<file path="src/rtl/sdac_pkg.sv">
package sdac_pkg;

   // bit 1: latch load requested, bit 0: shift requested
   typedef enum logic [1:0] {
      OP_HOLD  = 2'b00,
      OP_SHIFT = 2'b01,
      OP_LOAD  = 2'b10,
      OP_BOTH  = 2'b11
   } sdac_op_e;

   function automatic sdac_op_e decode_op(input logic shift_n, input logic load_n);
      return sdac_op_e'({~load_n, ~shift_n});
   endfunction

endpackage

</file>
<file path="src/rtl/sdac_clr_sync.sv">
module sdac_clr_sync #(
   parameter int STAGES = 2
) (
   input  logic clk,
   input  logic clr_n,
   output logic rst_n
);
   generate
      if (STAGES > 8) begin : g_bad_stages
         $error("sdac_clr_sync: STAGES must not exceed 8");
      end
      if (STAGES == 0) begin : g_direct
         assign rst_n = clr_n;
      end else begin : g_chain
         logic [STAGES-1:0] sync_q;
         always_ff @(posedge clk or negedge clr_n) begin
            if (!clr_n) sync_q <= '0;
            else if (STAGES == 1) sync_q <= '1;
            else sync_q <= {sync_q[STAGES-2:0], 1'b1} | {STAGES{1'b0}};
         end
         assign rst_n = sync_q[STAGES-1];
      end
   endgenerate
endmodule

</file>
<file path="src/rtl/sdac_shifter.sv">
module sdac_shifter #(
   parameter int W = 16
) (
   input  logic         clk,
   input  logic         rst_n,
   input  logic         shift_en,
   input  logic         ser_in,
   output logic [W-1:0] word_q,
   output logic [W-1:0] word_d,
   output logic         ser_out
);
   generate
      if (W < 2) begin : g_bad_w
         $error("sdac_shifter: W must be at least 2");
      end
   endgenerate

   assign word_d  = {word_q[W-2:0], ser_in};
   assign ser_out = word_q[W-1];

   always_ff @(posedge clk or negedge rst_n) begin
      if (!rst_n)        word_q <= '0;
      else if (shift_en) word_q <= word_d;
   end


   shift_move_chk: assert property (@(posedge clk) disable iff (!rst_n)
      shift_en |=> (word_q[W-1:1] == $past(word_q[W-2:0])) && (word_q[0] == $past(ser_in)));


   sdo_hold_chk: assert property (@(posedge clk) disable iff (!rst_n)
      !shift_en |=> $stable(ser_out));
endmodule

</file>
<file path="src/rtl/sdac_out_latch.sv">
module sdac_out_latch #(
   parameter int W = 16
) (
   input  logic         clk,
   input  logic         rst_n,
   input  logic         load_en,
   input  logic         follow,
   input  logic [W-1:0] word_q,
   input  logic [W-1:0] word_d,
   output logic [W-1:0] code_q,
   output logic [W-1:0] code_ob
);
   logic [W-1:0] load_val;

   assign load_val = follow ? word_d : word_q;

   always_ff @(posedge clk or negedge rst_n) begin
      if (!rst_n)       code_q <= '0;
      else if (load_en) code_q <= load_val;
   end

   generate
      if (W < 2) begin : g_bad_w
         $error("sdac_out_latch: W must be at least 2");
      end else begin : g_ob
         assign code_ob = {~code_q[W-1], code_q[W-2:0]};
      end
   endgenerate


   load_copy_chk: assert property (@(posedge clk) disable iff (!rst_n)
      (load_en && !follow) |=> code_q == $past(word_q));


   follow_chk: assert property (@(posedge clk) disable iff (!rst_n)
      (load_en && follow) |=> code_q == word_q);
endmodule

</file>
<file path="src/rtl/sdac_frontend.sv">
module sdac_frontend #(
   parameter int CODE_W          = 16,
   parameter int CLR_SYNC_STAGES = 2
) (
   input  logic              clk,
   input  logic              clr_n,
   input  logic              shift_en_n,
   input  logic              load_en_n,
   input  logic              ser_in,
   output logic              ser_out,
   output logic [CODE_W-1:0] dac_code,
   output logic [CODE_W-1:0] dac_code_ob
);
   import sdac_pkg::*;

   localparam int MSB = CODE_W - 1;

   generate
      if (CODE_W < 2 || CODE_W > 64) begin : g_bad_width
         $error("sdac_frontend: CODE_W out of range 2..64");
      end
   endgenerate

   logic        rst_n;
   sdac_op_e    op;
   logic        do_shift;
   logic        do_load;
   logic [MSB:0] word_q;
   logic [MSB:0] word_d;

   assign op       = decode_op(shift_en_n, load_en_n);
   assign do_shift = (op == OP_SHIFT) || (op == OP_BOTH);
   assign do_load  = (op == OP_LOAD)  || (op == OP_BOTH);

   sdac_clr_sync #(.STAGES(CLR_SYNC_STAGES)) u_sync (
      .clk   (clk),
      .clr_n (clr_n),
      .rst_n (rst_n)
   );

   sdac_shifter #(.W(CODE_W)) u_shift (
      .clk      (clk),
      .rst_n    (rst_n),
      .shift_en (do_shift),
      .ser_in   (ser_in),
      .word_q   (word_q),
      .word_d   (word_d),
      .ser_out  (ser_out)
   );

   sdac_out_latch #(.W(CODE_W)) u_latch (
      .clk     (clk),
      .rst_n   (rst_n),
      .load_en (do_load),
      .follow  (do_shift),
      .word_q  (word_q),
      .word_d  (word_d),
      .code_q  (dac_code),
      .code_ob (dac_code_ob)
   );


   hold_chk: assert property (@(posedge clk) disable iff (!rst_n)
      (op == OP_HOLD) |=> ($stable(dac_code) && $stable(ser_out)));


   always_ff @(posedge clk) begin
      if (rst_n === 1'b0) begin
         clear_state_chk: assert (dac_code == '0 && ser_out == 1'b0);
      end
   end
endmodule

</file>
<file path="config.mk">
export PLATFORM = sky130hd
export DESIGN_NAME = sdac_frontend
export DESIGN_NICKNAME = d
export VERILOG_FILES = /design/src/rtl/sdac_pkg.sv /design/src/rtl/sdac_clr_sync.sv /design/src/rtl/sdac_shifter.sv /design/src/rtl/sdac_out_latch.sv /design/src/rtl/sdac_frontend.sv
export SDC_FILE = /design/constraint.sdc
export NUM_CORES = 1
export LEC_CHECK = 0
export BUFFER_PORTS_ARGS = -buffer_cell sky130_fd_sc_hd__buf_4
export CAP_MARGIN = 20
export CORE_ASPECT_RATIO = 0.75
export CORE_UTILIZATION = 40
export DETAILED_ROUTE_END_ITERATION = 8
export HOLD_SLACK_MARGIN = 0.1
export SLEW_MARGIN = 20
export SYNTH_ARGS = -nofsm -noshare
export SYNTH_HDL_FRONTEND = slang
export SYNTH_HIERARCHICAL = 1
export SYNTH_SLANG_ARGS = --single-unit
</file>
<file path="constraint.sdc">
create_clock -name clk -period 1.5 [get_ports clk]
set_input_delay 0.075 -clock clk [delete_from_list [all_inputs] [get_ports clk]]
set_output_delay 0.075 -clock clk [all_outputs]
set_load 0.005 [all_outputs]
</file>
Yosys cells after proc, flatten, opt, wreduce, memory -nomap -nowiden
Index checks and enable logic that the tools add are counted.
Widths: inputs -> output; s select.
{"block": "word_totals", "ff_bits": 34, "inputBits": 5, "word_cells": 12, "output_inout_bits": 33}
{"block": "classes", "bitwise": 3, "n_eq_ne": 3, "n_reduce_logical": 2, "mux": 1}
{"operator": "$mux 16", "n": 1}
{"operator": "$eq 2x2->1 const B", "n": 2}
{"operator": "$not 1->1", "n": 3}
{"operator": "$eq 2x1->1 const B", "n": 1}
{"operator": "$logic_or 1x1->1", "n": 2}

Depth between registers and ports, before layout
{"block": "logic_depth", "depth_word": 4, "mapped_depth": 5, "depth_no_buf": 3}

Cells and area by module
Netlist, hierarchy kept.
{"mod": "sdac_out_latch", "area_each_um2": 862.1, "cells_each": 85, "seq_area_each_um2": 400.4, "instances": 1}
{"mod": "sdac_shifter", "area_each_um2": 777.0, "cells_each": 51, "seq_area_each_um2": 400.4, "instances": 1}
{"mod": "sdac_clr_sync", "area_each_um2": 53.8, "cells_each": 3, "seq_area_each_um2": 50.0, "instances": 1}
{"mod": "sdac_frontend", "area_each_um2": 7.5, "cells_each": 2, "seq_area_each_um2": 0.0, "instances": 1}

Worst setup path before layout
Ideal clock, no wire load.
{"block": "synth_path", "path_type": "input-to-reg", "start": "input shift_en_n", "end": "register u_shift.word_q[10]", "setup_slack_ns": 0.670, "setup_time_ns": 0.125, "t_arrival_ns": 0.705, "path_stages": 4, "required_ns": 1.375, "path_buffers": 2, "cell_sequence": "inv_1 > buf_6 > buf_12 > mux2_4"}
{"block": "synth_via", "elab_chain_len": 4, "elab_cells_between_ends": 5, "cone_classes": "eq/ne (2); mux (1); bitwise (1); reduce/logical (1)"}
{"element": "start, declared", "line": "sdac_frontend.sv:7", "text": "input logic shift_en_n,"}
{"element": "$not 1->1 (*)", "line": "sdac_pkg.sv:12", "text": "return sdac_op_e'({~load_n, ~shift_n});"}
{"element": "$eq 2x1->1 / $eq 2x2->1 (equally long branches)", "line": "sdac_frontend.sv:32", "text": "assign do_shift = (op == OP_SHIFT) || (op == OP_BOTH);"}
{"element": "$logic_or 1x1->1 (*)", "line": "sdac_frontend.sv:32"}
{"element": "$mux 16 (*)"}
{"element": "end signal, assigned", "line": "sdac_shifter.sv:23", "text": "else if (shift_en) word_q <= word_d;"}
{"element": "end, declared", "line": "sdac_shifter.sv:8", "text": "output logic [W-1:0] word_q,"}
Mark *: on every way between the ends. The rest lies on a longest branch, timed or not.
A chain may end at the register's enable or synchronous reset.

Worst setup path in the final report
{"block": "layout_path", "start": "register u_latch.code_q[15]", "end": "output dac_code_ob[15]"}
{"block": "layout_via", "elab_chain_len": 1}
{"element": "start, declared", "line": "sdac_out_latch.sv:10", "text": "output logic [W-1:0] code_q,"}
{"element": "start signal, assigned", "line": "sdac_out_latch.sv:19", "text": "else if (load_en) code_q <= load_val;"}
{"element": "$not 1->1", "line": "sdac_out_latch.sv:26", "text": "assign code_ob = {~code_q[W-1], code_q[W-2:0]};"}
{"element": "end, declared", "line": "sdac_frontend.sv:12", "text": "output logic [CODE_W-1:0] dac_code_ob"}
Every way passes these cells.

==> impl_metrics.env <==
export IMPL_clock_sinks=34
export IMPL_required_ns=1.42
export IMPL_clkPwrFrac=0.299
export IMPL_max_freq_mhz=1100
export IMPL_cts_buffers=5
export IMPL_combPwrFrac=0.277
export IMPL_arrival_ns=0.83
export IMPL_post_place_ws_ns=0.496
export IMPL_clk_transition_reported_paths_ns=0.07
export IMPL_io_pins=38
export IMPL_antenna_found_initial=0
export IMPL_clockRootBuffer="clkbuf_8"
export IMPL_drc=0
export IMPL_port_buffers=37
export IMPL_r2r_end="u_shift/word_q[5]$_DFFE_PN0P_"
export IMPL_crit_path_cell_trace="inv_1, buf_4"
export IMPL_ys_seq_area_frac=0.500
export IMPL_endpoint_kind="primary output"
export IMPL_dieArea_sq_um=4520
export IMPL_seq_power_share=0.424
export IMPL_r2r_start="u_shift/word_q[4]$_DFFE_PN0P_"
export IMPL_power_leakage_nw=0.952
export IMPL_syn_area_per_cell_sq_um=12.1
export IMPL_rsz0062_at_grt="no"
export IMPL_ant_nets=0
export IMPL_grt_pass1_vias=933
export IMPL_cts_resized=0
export IMPL_cp_max_fo=3
export IMPL_grt_usage=0.127
export IMPL_synth_cell_types=13
export IMPL_vias=948
export IMPL_peakVddDrop_v=0.00117
export IMPL_grt_max_degree=33
export IMPL_hold_path_class="flip-flop to asynchronous set/reset pin"
export IMPL_grt_pass1_wl_mm=4.34
export IMPL_final_cells=209
export IMPL_dr_pass1_iters=4
export IMPL_vias_per_cell=4.54
export IMPL_first_iter_violations=49
export IMPL_dp_cells=198
export IMPL_grt_overflow=0
export IMPL_slowest_delay_ns=0.40
export IMPL_layout_common_cells="buf_4 (40), dfrtp_1 (34), mux2i_1 (16), nor2_1 (16), a21oi_1 (16)"
export IMPL_cts_tree="built"
export IMPL_core_area_sq_um=4050
export IMPL_p_per_area_nw_per_um2=1790
export IMPL_critPathLaunchType="flip-flop"
export IMPL_syn_cell_area_sq_um=1700
export IMPL_min_period_ns=0.907
export IMPL_synth_warnings=6
export IMPL_ctsLongestPathBuffers=2
export IMPL_die_width_um=77.3
export IMPL_syn_to_final_growth_pct=14.4
export IMPL_ff2ff_path_depth=1
export IMPL_htreeDepth=2
export IMPL_fin_util=0.480
export IMPL_crit_end="dac_code_ob[15]"
export IMPL_netlist_instances=141
export IMPL_setup_viol_count_final=0
export IMPL_maxCapViolCount=0
export IMPL_p_sw_mw=0.908
export IMPL_fin_skew_ns=0.00844
export IMPL_worst_slack_ns=0.593
export IMPL_wl_mm=2.52
export IMPL_critPathLaunch="u_latch/code_q[15]$_DFFE_PN0P_"
export IMPL_wl_per_cell_um=12.1
export IMPL_final_hold_viol_count=0
export IMPL_slew_violations=0
export IMPL_postCtsSetupBuffers=0
export IMPL_syn_nets=146
export IMPL_finalCritPeriodShare=0.605
export IMPL_crit_type="flip-flop to primary output"
export IMPL_drive_gt1_frac=0.422
export IMPL_final_common_cell="buf_4"
export IMPL_gp_congestion=0.751
export IMPL_antenna_cells=0
export IMPL_internal_power_mw=2.57
export IMPL_cts_hold_fix_buffers=3
export IMPL_status="completed"
export IMPL_clk_latency_ns=0.28
export IMPL_synth_seq_cells=34
export IMPL_sw_frac_of_total=0.261
export IMPL_nNetsFinal=158
export IMPL_tns_ns=0
export IMPL_fp_dieH_um=58.5
export IMPL_r2r_setup_slack_ns=0.69
export IMPL_start_util=0.419
export IMPL_fp_row_count=20
export IMPL_slowest_stage="dfrtp_1"
export IMPL_hpwl_mm=1.62
power groups by stage:
| stage | Clock [mW] | Combinational, mW | Sequential (mW) |
|---|---|---|---|
| 2_1_floorplan | 0 | 0.859 | 1.47 |
| 3_3_place_gp | 0 | 0.960 | 1.47 |
| 3_5_place_dp | 0 | 0.965 | 1.50 |
| 4_1_cts | 1.07 | 0.977 | 1.48 |
| 5_1_grt | 1.10 | 1.05 | 1.53 |
| 6_report | 1.04 | 0.962 | 1.47 |
routing by layer:
metal | vias up | share of wire | track usage
met5 | - | 0 | 0
met4 | 0 | 0.011 | 0.0485
met3 | 5 | 0.044 | 0.0512
met2 | 23 | 0.47 | 0.201
met1 | 462 | 0.48 | 0.158
li1 | 458 | - | -
state kept, by name, summed over array words and instances, names as in the netlist:
name,count
u_latch/code_q,16
u_shift/word_q,16
u_sync/g_chain.sync_q,2
Yosys cell counts:
cell      number  area, sq um
a21oi_1       16         80.1
buf_12         2         40.0
buf_2          2         10.0
buf_4         32          240
buf_6          2         22.5
clkbuf_1       1         3.75
conb_1         1         3.75
dfrtp_1       34          851
inv_1          3         11.3
mux2_2         6         67.6
mux2_4        10          150
mux2i_1       16          160
nor2_1        16         60.1
metrics by stage:
stage | power, mW | hold slack [ns] | instance area, sq um
CTS | 3.53 | 0.194 | 1950
finish | 3.48 | 0.184 | 1950
floorplan | 2.32 | -0.221 | 1700
detailed placement | 2.46 | -0.141 | 1770
global placement | 2.43 | -0.142 | 1770
global route | 3.68 | 0.211 | 1950
cell families after synthesis:
group | Yosys count | share of synthesized area
simple gates | 16 | 0.0353
buf+inv | 42 | 0.193
other cells | 1 | 0.00221
flops | 34 | 0.500
mux | 32 | 0.222
compound gates | 16 | 0.0471
critical path: cells and delay by family (launching register included):
family | cells | cell delay [ns]
buffers and inverters | 2 | 0.16
DFF | 1 | 0.40
worst min path at each step:
stage	cells after the start	slack (ns)	end	start
final	1	0.18	u_shift/word_q[4]$_DFFE_PN0P_	u_sync/g_chain.sync_q[1]$_DFF_PN0_
after global routing	1	0.21	u_shift/word_q[4]$_DFFE_PN0P_	u_sync/g_chain.sync_q[1]$_DFF_PN0_
after CTS	1	0.19	u_shift/word_q[7]$_DFFE_PN0P_	u_sync/g_chain.sync_q[1]$_DFF_PN0_
after detailed placement	1	-0.14	u_sync/g_chain.sync_q[0]$_DFF_PN0_	clr_n
after global placement	1	-0.14	u_sync/g_chain.sync_q[0]$_DFF_PN0_	clr_n
after floorplan	0	-0.22	u_sync/g_chain.sync_q[0]$_DFF_PN0_	clr_n
final cells by class:
cell class                      count  area [sq um]
Sequential cell                    34           851
Timing Repair Buffer               44           350
Clock inverter                      2          60.1
Multi-Input combinational cell     65           522
Fill cell                         388          2110
Tap cell                           55          68.8
Clock buffer                        6          82.6
Inverter                            3          11.3
Power figures use the tool's default switching activity.
